$ cat src/rtl/drs_pkg.sv
package drs_pkg;

    localparam int unsigned STAT_N   = 4;
    localparam int unsigned ST_AUXF  = 0;
    localparam int unsigned ST_MAINF = 1;
    localparam int unsigned ST_DUALF = 2;
    localparam int unsigned ST_RECFG = 3;

    typedef enum logic [3:0] {
        SQ_IDLE,
        SQ_WAIT,
        SQ_LINK,
        SQ_RUN,
        SQ_ISO,
        SQ_RED,
        SQ_RMAIN,
        SQ_DEAD
    } seq_state_e;

    typedef struct packed {
        seq_state_e st;
        logic       sw_aux;
        logic       sw_main;
        logic       sw_xdom;
        logic       iso;
        logic       boot_red;
        logic       rdom_rel;
        logic       edom_rel;
        logic       rec;
    } seq_ctl_t;

endpackage

$ cat src/rtl/por_timer.sv
module por_timer #(
    parameter int unsigned W = 16
) (
    input  logic         clk,
    input  logic         rst_n,
    input  logic         clr,
    input  logic         en,
    input  logic [W-1:0] limit,
    output logic         expired
);
    logic [W-1:0] cnt_d, cnt_q;

    always_comb begin
        cnt_d = cnt_q;
        if (clr) begin
            cnt_d = '0;
        end else if (en && (cnt_q != limit)) begin
            cnt_d = cnt_q + 1'b1;
        end
    end

    always_ff @(posedge clk or negedge rst_n) begin
        if (!rst_n) cnt_q <= '0;
        else        cnt_q <= cnt_d;
    end

    assign expired = en && (cnt_q == limit);
endmodule

$ cat src/rtl/rail_debounce.sv
module rail_debounce #(
    parameter int unsigned W = 16
) (
    input  logic         clk,
    input  logic         rst_n,
    input  logic         en,
    input  logic         good,
    input  logic [W-1:0] len,
    output logic         stable
);
    logic [W-1:0] run_d, run_q;

    always_comb begin
        run_d = run_q;
        if (!en || !good) begin
            run_d = '0;
        end else if (run_q != len) begin
            run_d = run_q + 1'b1;
        end
    end

    always_ff @(posedge clk or negedge rst_n) begin
        if (!rst_n) run_q <= '0;
        else        run_q <= run_d;
    end

    assign stable = en && good && (run_q == len);
endmodule

$ cat src/rtl/stat_bank.sv
module stat_bank #(
    parameter int unsigned N = 4
) (
    input  logic         clk,
    input  logic         rst_n,
    input  logic [N-1:0] set,
    input  logic         wr,
    input  logic [N-1:0] wmask,
    output logic [N-1:0] q
);
    logic [N-1:0] bits_d, bits_q;

    always_comb begin
        bits_d = bits_q;
        for (int i = 0; i < int'(N); i++) begin
            if (wr && wmask[i]) bits_d[i] = 1'b0;
            if (set[i])         bits_d[i] = 1'b1;
        end
    end

    always_ff @(posedge clk or negedge rst_n) begin
        if (!rst_n) bits_q <= '0;
        else        bits_q <= bits_d;
    end

    assign q = bits_q;
endmodule

$ cat src/rtl/dual_rail_seq.sv
module dual_rail_seq
    import drs_pkg::*;
#(
    parameter int unsigned TMO_W = 16,
    parameter int unsigned DBN_W = 16
) (
    input  logic              clk,
    input  logic              rst_n,
    input  logic              seq_go,
    input  logic              aux_por_ok,
    input  logic              main_por_ok,
    input  logic              aux_rdy,
    input  logic              main_rdy,
    input  logic [TMO_W-1:0]  tmo_limit,
    input  logic [DBN_W-1:0]  dbn_len,
    input  logic              reg_wr,
    input  logic [STAT_N-1:0] reg_wdata,
    output logic [STAT_N-1:0] reg_rdata,
    output logic              sw_aux_en,
    output logic              sw_main_en,
    output logic              sw_xdom_en,
    output logic              iso_en,
    output logic              boot_sel,
    output logic              rdom_rst_n,
    output logic              edom_rst_n
);
    localparam seq_ctl_t CTL_RESET = '{
        st:       SQ_IDLE,
        sw_aux:   1'b0,
        sw_main:  1'b0,
        sw_xdom:  1'b0,
        iso:      1'b1,
        boot_red: 1'b0,
        rdom_rel: 1'b0,
        edom_rel: 1'b0,
        rec:      1'b0
    };

    seq_ctl_t          ctl_d, ctl_q;
    seq_state_e        nst;
    logic [STAT_N-1:0] stat_set;
    logic              aux_good, main_good;
    logic              tmo_hit, main_steady;

    assign aux_good  = aux_por_ok  && aux_rdy;
    assign main_good = main_por_ok && main_rdy;

    por_timer #(.W(TMO_W)) u_tmo (
        .clk     (clk),
        .rst_n   (rst_n),
        .clr     (ctl_q.st != SQ_WAIT),
        .en      (ctl_q.st == SQ_WAIT),
        .limit   (tmo_limit),
        .expired (tmo_hit)
    );

    rail_debounce #(.W(DBN_W)) u_dbn (
        .clk    (clk),
        .rst_n  (rst_n),
        .en     (ctl_q.st == SQ_RED),
        .good   (main_good),
        .len    (dbn_len),
        .stable (main_steady)
    );

    stat_bank #(.N(STAT_N)) u_stat (
        .clk   (clk),
        .rst_n (rst_n),
        .set   (stat_set),
        .wr    (reg_wr),
        .wmask (reg_wdata),
        .q     (reg_rdata)
    );

    // next state and failure events
    always_comb begin
        nst      = ctl_q.st;
        stat_set = '0;
        unique case (ctl_q.st)
            SQ_IDLE: if (seq_go) nst = SQ_WAIT;
            SQ_WAIT: begin
                if (ctl_q.sw_aux && ctl_q.sw_main) begin
                    nst = SQ_LINK;
                end else if (tmo_hit) begin
                    if (ctl_q.sw_aux) begin
                        nst = SQ_RED;
                        stat_set[ST_MAINF] = 1'b1;
                    end else if (ctl_q.sw_main) begin
                        nst = SQ_LINK;
                        stat_set[ST_AUXF] = 1'b1;
                    end else begin
                        nst = SQ_DEAD;
                        stat_set[ST_DUALF] = 1'b1;
                    end
                end
            end
            SQ_LINK: begin
                nst = SQ_RUN;
                if (ctl_q.rec) stat_set[ST_RECFG] = 1'b1;
            end
            SQ_RUN:  if (!main_por_ok) nst = SQ_ISO;
            SQ_ISO: begin
                if (ctl_q.sw_aux) begin
                    nst = SQ_RED;
                    stat_set[ST_MAINF] = 1'b1;
                end else begin
                    nst = SQ_DEAD;
                    stat_set[ST_DUALF] = 1'b1;
                end
            end
            SQ_RED:   if (main_steady) nst = SQ_RMAIN;
            SQ_RMAIN: nst = main_good ? SQ_LINK : SQ_RED;
            SQ_DEAD:  nst = SQ_DEAD;
            default:  nst = SQ_IDLE;
        endcase
    end

    // registered outputs, chosen by the state being entered
    always_comb begin
        ctl_d    = ctl_q;
        ctl_d.st = nst;
        unique case (nst)
            SQ_IDLE: ctl_d = CTL_RESET;
            SQ_WAIT: begin
                ctl_d.sw_aux   = aux_good;
                ctl_d.sw_main  = main_good;
                ctl_d.sw_xdom  = 1'b0;
                ctl_d.iso      = 1'b1;
                ctl_d.boot_red = 1'b0;
                ctl_d.rdom_rel = ctl_q.sw_aux && aux_good;
                ctl_d.edom_rel = 1'b0;
            end
            SQ_LINK: begin
                ctl_d.sw_xdom  = 1'b1;
                ctl_d.iso      = 1'b1;
                ctl_d.boot_red = 1'b0;
            end
            SQ_RUN: begin
                ctl_d.iso      = 1'b0;
                ctl_d.boot_red = 1'b0;
                ctl_d.rdom_rel = 1'b1;
                ctl_d.edom_rel = 1'b1;
                ctl_d.rec      = 1'b0;
            end
            SQ_ISO: begin
                ctl_d.iso      = 1'b1;
                ctl_d.edom_rel = 1'b0;
            end
            SQ_RED: begin
                ctl_d.sw_main  = 1'b0;
                ctl_d.sw_xdom  = 1'b0;
                ctl_d.iso      = 1'b1;
                ctl_d.boot_red = 1'b1;
                ctl_d.rdom_rel = 1'b1;
                ctl_d.edom_rel = 1'b0;
            end
            SQ_RMAIN: begin
                ctl_d.sw_main  = 1'b1;
                ctl_d.sw_xdom  = 1'b0;
                ctl_d.iso      = 1'b1;
                ctl_d.boot_red = 1'b1;
                ctl_d.rec      = 1'b1;
            end
            SQ_DEAD: begin
                ctl_d          = CTL_RESET;
                ctl_d.st       = SQ_DEAD;
            end
            default: ctl_d = CTL_RESET;
        endcase
    end

    always_ff @(posedge clk or negedge rst_n) begin
        if (!rst_n) ctl_q <= CTL_RESET;
        else        ctl_q <= ctl_d;
    end

    assign sw_aux_en  = ctl_q.sw_aux;
    assign sw_main_en = ctl_q.sw_main;
    assign sw_xdom_en = ctl_q.sw_xdom;
    assign iso_en     = ctl_q.iso;
    assign boot_sel   = ctl_q.boot_red;
    assign rdom_rst_n = ctl_q.rdom_rel;
    assign edom_rst_n = ctl_q.edom_rel;
endmodule

$ cat config.mk
export PLATFORM = sky130hd
export DESIGN_NAME = dual_rail_seq
export DESIGN_NICKNAME = d
export VERILOG_FILES = /design/src/rtl/drs_pkg.sv /design/src/rtl/por_timer.sv /design/src/rtl/rail_debounce.sv /design/src/rtl/stat_bank.sv /design/src/rtl/dual_rail_seq.sv
export SDC_FILE = /design/constraint.sdc
export NUM_CORES = 1
export LEC_CHECK = 0
export ABC_AREA = 1
export BUFFER_PORTS_ARGS = -buffer_cell sky130_fd_sc_hd__buf_4
export CAP_MARGIN = 20
export CELL_PAD_IN_SITES_DETAIL_PLACEMENT = 1
export CELL_PAD_IN_SITES_GLOBAL_PLACEMENT = 1
export CORE_ASPECT_RATIO = 0.75
export CORE_MARGIN = 2
export CORE_UTILIZATION = 40
export CTS_CLUSTER_SIZE = 12
export DETAILED_ROUTE_END_ITERATION = 6
export PLACE_DENSITY = 0.89
export SYNTH_ARGS = -nofsm -noshare
export SYNTH_HDL_FRONTEND = slang
export SYNTH_SLANG_ARGS = --single-unit
$ cat constraint.sdc
create_clock -name clk -period 2.3 [get_ports clk]
set_input_delay 0.23 -clock clk [delete_from_list [all_inputs] [get_ports clk]]
set_output_delay 0.23 -clock clk [all_outputs]
set_load 0.03 [all_outputs]
Word level (Yosys, flattened, before mapping)
Index checks and enable logic that the tools add are counted.
Widths: inputs -> output; s select.
{ "op_classes": {"muxes": 43, "add_sub_neg": 2, "n_eq_ne": 19, "n_reduce_logical": 31} }
{ "ops": {"columns": ["operator", "count"], "rows": [
  ["$mux 16", 4],
  ["$add 16x1->16 const B", 2],
  ["$eq 16x16->1", 2],
  ["$eq 4x3->1 const B", 8],
  ["$ne 16x16->1", 2],
  ["$pmux 4 s8", 1],
  ["$mux 4", 6],
  ["$mux 1", 18],
  ["$eq 4x2->1 const B", 4],
  ["$logic_and 1x1->1", 12],
  ["$mux 3", 4],
  ["$reduce_bool 2->1", 6],
  ["$pmux 1 s2", 5],
  ["$eq 4x1->1 const B", 2],
  ["$pmux 4 s2", 1],
  ["$reduce_or 2->1", 4],
  ["$pmux 1 s3", 2],
  ["$reduce_or 3->1", 2],
  ["$reduce_or 6->1", 1],
  ["$reduce_or 5->1", 1],
  ["$logic_not 4->1", 1],
  ["$ne 4x1->1 const B", 1],
  ["$pmux 2 s2", 1],
  ["$reduce_or 4->1", 1],
  ["other kinds (3)", 4]
]} }
{ "word_totals": {"register_bits": 48, "input_bits": 44, "wordCells": 110} }

Logic depth before layout (Yosys ltp)
{ "logic_depth": {"word_depth": 8, "mapped_depth": 15, "ltp_nobuf": 15} }

By module
Synthesis repeated with hierarchy kept, for this count alone.
{ "unflattened": {"cells_unflattened": 646, "area_unflattened_um2": 4112.7} }
{ "by_module_without_submodules": {"columns": ["module", "cells_per_inst", "area_per_inst_um2", "n_inst"], "rows": [
  ["rail_debounce", 268, 1635.3, 1],
  ["por_timer", 246, 1457.6, 1],
  ["dual_rail_seq", 112, 859.6, 1],
  ["stat_bank", 20, 160.2, 1]
]} }

Worst setup path before layout
No wires, ideal clock.
{ "synth_timing": {"path_kind": "register to register", "from": "reg ctl_q[11] (netlist name)", "to": "reg ctl_q[0] (netlist name)", "setup_time_ns": 0.120, "synth_period_minus_slack_ns": 1.696, "t_arrival_ns": 1.577, "setup_slack_ns": 0.604, "stages_incl_launch_ff": 13, "path_buffers": 0, "required_ns": 2.180, "cell_sequence": "dfrtp_1 > nor2_2 > nand3_2 > inv_2 > nand3_2 > nand2_1 > nand3_2 > nand2_4 > inv_2 > nand2_1 > nand2_1 > nand2_1 > nand2_1"} }
{ "synth_between": {"elab_chain_len": 8} }
{ "synth_rtl": {"columns": ["element", "line_no", "text"], "rows": [
  ["from (decl)", "dual_rail_seq.sv:39", "seq_ctl_t ctl_d, ctl_q;"],
  ["from (signal assigned)", "dual_rail_seq.sv:174", "else ctl_q <= ctl_d;"],
  ["$eq 4x1->1 / $eq 4x3->1 (equally long branches)", "dual_rail_seq.sv:52, dual_rail_seq.sv:79, dual_rail_seq.sv:60", null],
  ["$logic_and 1x1->1 (on tied branches)", "por_timer.sv:27, rail_debounce.sv:27", null],
  ["$mux 4 / $logic_and 1x1->1 (equally long branches)", "dual_rail_seq.sv:84, rail_debounce.sv:27", null],
  ["$mux 4 (on tied branches)", "dual_rail_seq.sv:82, dual_rail_seq.sv:111", null],
  ["$pmux 4 s8 (*)", "dual_rail_seq.sv:79", "unique case (ctl_q.st)"],
  ["$eq 4x3->1, or another cell as far along", "dual_rail_seq.sv:122", "unique case (nst)"],
  ["$reduce_or 4->1 (no line)", null, null],
  ["$pmux 1 s2", "dual_rail_seq.sv:122", null]
]} }
Every way passes the cells marked *; elsewhere a longest branch is shown, timed or not.
A chain may end at the register's enable or synchronous reset.

Final worst setup path
{ "layout_timing": {"from": "reg ctl_q[11] (netlist name)", "to": "reg ctl_q, in the netlist sw_main_en"} }
{ "layout_between": {"elab_chain_len": 8} }
{ "layout_rtl": {"columns": ["element", "line_no"], "rows": [
  ["$eq 4x1->1 / $eq 4x3->1 (equally long branches)", "dual_rail_seq.sv:52, dual_rail_seq.sv:79, dual_rail_seq.sv:60"],
  ["$logic_and 1x1->1 (on tied branches)", "por_timer.sv:27, rail_debounce.sv:27"],
  ["$mux 4 / $logic_and 1x1->1 (equally long branches)", "dual_rail_seq.sv:84, rail_debounce.sv:27"],
  ["$mux 4 (on tied branches)", "dual_rail_seq.sv:82, dual_rail_seq.sv:111"],
  ["$pmux 4 s8 (*)", "dual_rail_seq.sv:79"],
  ["$eq 4x3->1 / $eq 4x2->1 (equally long branches)", "dual_rail_seq.sv:122"],
  ["$reduce_or 3->1 (no line)", null],
  ["$pmux 1 s3", "dual_rail_seq.sv:122"]
]} }
Marked as above.

==> flow_summary.json <==
{
  "multi_input_area_mm2": 0.001659,
  "fin_nets": 573,
  "critPathRequiredTime_ns": 2.50,
  "crit_type": "reg -> reg",
  "via_count": 3188,
  "worst-path-max-fanout": 14,
  "status": "finished, final reports clean",
  "reg2reg_depth": 10,
  "stdcell_count": 633,
  "postCtsSetupRepairBufs": 0,
  "synth_area_leaders": "dfrtp_1 (37%), nand2_1 (18%), inv_1 (8.4%)",
  "drive_above_1_share": 0.1913,
  "grt_max_degree": 49,
  "hold-path-endpoint": "sw_aux_en",
  "hold_path_depth": 3,
  "area_delta_synth_final_pct": 20.20,
  "rows": 28,
  "fin_skew_ns": 0.005300,
  "finalCritPeriodShare": 0.8958,
  "place_ws_ns": 0.2231,
  "drt_iter0_markers": 88,
  "slew_violations": 0,
  "hold_path_class": "in -> reg",
  "drcViolationCount": 0,
  "worst_pin_slew_ns": 0.6417,
  "antennaDiodeCount": 0,
  "numCtsBuffers": 5,
  "setup_tns_ns": 0,
  "r2r-end": "sw_main_en",
  "postRouteAntennaNets": 0,
  "gp_congestion": 0.8785,
  "netlist.area_leader.share": 0.3701,
  "setup_viol": 0,
  "min_period_ns": 2.060,
  "path_clk_slew_ns": 0.09,
  "r2r_slack_ns": 0.24,
  "cts_buffer_depth": 2,
  "cts.htree.levels": 2,
  "viasPerCell": 5.036,
  "first_global_vias": 3292,
  "worst_ep_arrival_time_ns": 2.26,
  "initial_core_util": 0.4068,
  "clkLatencyLatePin_ns": 0.31,
  "cts-root-buf": "clkbuf_8",
  "syn_area_mm2": 0.003178,
  "grt_util_all_layers": 0.2256,
  "pin_count": 55,
  "overflow": 0,
  "die_y_um": 81.20,
  "fin_util": 0.4889,
  "avgSynthCellArea_um2": 6.820,
  "cts_sinks": 48,
  "synthCells": 466,
  "layout_commonest_cell": "nand2_1",
  "vdd_drop_max_mv": 0.2314,
  "hpwlAfterDp_mm": 7.291,
  "fp.dieW_um": 106.9,
  "die-area_mm2": 0.008682,
  "rsz0062_at_grt": "no",
  "grt_pass1_wl_mm": 15.53,
  "startpoint": "ctl_q[11]",
  "final_cell_mix": "nand2_1 (154), inv_1 (71), buf_4 (55), dfrtp_1 (47), nor2_1 (40)",
  "cp-end-kind": "flop",
  "dp_cells": 624,
  "drt_pre_antenna_iters": 4,
  "cp-start-kind": "flop",
  "cts_tree": "yes",
  "synth_nets": 512,
  "ys_warn_count": 0,
  "cap_violations": 0,
  "io_buffers": 54,
  "ys_ff_latch": 48,
  "setup_ws_ns": 0.2396,
  "synth_cell_type_count": 37,
  "wire_per_inst_um": 14.69,
  "hold_start": "aux_rdy",
  "power_density_mw_per_mm2": 423.0,
  "fmax_mhz": 485.3,
  "hold_viol_final": 0,
  "grt_antenna_before_repair": 0,
  "synth.largest_area_cell": "dfrtp_1",
  "synth-seq-area-share": 0.3783,
  "nFillCells": 1045,
  "seq_area_mm2": 0.001202,
  "slew_headroom": 0.5722,
  "coreArea_mm2": 0.007812,
  "drt_wl_total_mm": 9.299,
  "r2r-start": "ctl_q[11]",
  "p_leak_nw": 1.962
}
## final cells by class
cell class,count,area share
flip-flops and latches,48,0.3148
well taps,105,0.03439
clock buffers,8,0.02358
multi-input cells,333,0.4343
repair buffers,56,0.1107
inverters,83,0.08221
## where the power goes
part	switching, mW	total, mW	internal [mW]
sequential	0.0147	0.865	0.850
clock	0.296	0.543	0.246
combinational	0.120	0.208	0.0883
## synthesized netlist by cell type
library cell and number:
nand2_1 154, inv_1 71, dfrtp_1 47, nor2_1 41
a21oi_1 22, nand3_1 22, o21ai_0 18, nor3_1 14
inv_2 12, nor2_2 7, xor2_1 7, nand3_2 5
nand4_1 5, nor2_4 5, nor4_1 4, o21a_1 3
a22o_1 2, a31oi_1 2, clkbuf_1 2, ha_1 2
nand2_2 2, nand2_4 2, o211ai_1 2, o31ai_1 2
a211oi_1 1, a21oi_4 1, a221oi_1 1, a22oi_1 1
and3_1 1, conb_1 1, dfstp_2 1, nand3_4 1
nand3b_1 1, nor2_8 1, nor4_2 1, o211ai_4 1
o21ai_1 1
## logic make-up (layout without fill, tap and decap cells)
kind of cell | Yosys count | in the layout | share of synthesized area
and+or+nand+nor | 266 | 266 | 0.3831
buffers and inverters | 85 | 147 | 0.1004
other | 1 | 1 | 0.001180
DFF | 48 | 48 | 0.3783
AOI/OAI and AO/OA | 57 | 57 | 0.1098
xor gates and xnor gates | 7 | 7 | 0.01929
adders and majority gates | 2 | 2 | 0.007873
## critical path, cell delays in order (launching register included)
cell and delay, ns:
dfrtp_1 0.48, nor2_2 0.25, nand3_2 0.20, inv_4 0.19, nand3_2 0.21, nand2_1 0.13, nand3_2 0.12, nand3_1 0.16
nand2_1 0.09, nand2_1 0.07, nand3_1 0.07
## flip-flops by register name (all words and copies together), names as in the netlist
signal	cells
u_dbn.run_q	16
u_tmo.cnt_q	16
ctl_q	5
u_stat.q	4
boot_sel	1
edom_rst_n	1
iso_en	1
rdom_rst_n	1
sw_aux_en	1
sw_main_en	1
sw_xdom_en	1
## timing repair
action / in CTS / in global routing
hold buffers: 1 / 0
resized for setup: 0 / 2
setup endpoints to repair: 0 / 5
hold endpoints to repair: 47 / 0
## worst max-delay path by stage
stage,endpoint,slack (ns),cells after the start
2_1_floorplan,ctl_q[0],0.60,12
3_3_place_gp,ctl_q[0],0.32,12
3_5_place_dp,u_dbn.run_q[11],0.22,14
4_1_cts,sw_main_en,0.19,10
5_1_grt,sw_main_en,0.04,11
6_report,sw_main_en,0.24,10
## routing by layer
| metal | vias up | part of all wire | routed length (µm) | global-route usage |
|---|---|---|---|---|
| li1 | 1591 | - | - | - |
| met1 | 1540 | 0.51 | 4767 | 0.3267 |
| met2 | 55 | 0.45 | 4194 | 0.3624 |
| met3 | 2 | 0.034 | 316 | 0.03612 |
| met4 | 0 | 0.0023 | 21 | 0.03766 |
| met5 | - | 0 | 0 | 0 |
## metrics by stage
step                      power [mW]  area [µm²]  hold slack (ns)
after CTS                      1.623        3815           0.1691
after global placement         1.077        3715           0.2928
after global routing           1.683        3820           0.1759
after floorplan               0.9735        3178         -0.06559
final                          1.616        3820           0.1679
after detailed placement       1.089        3715           0.2975
Power figures use the tool's default switching activity.
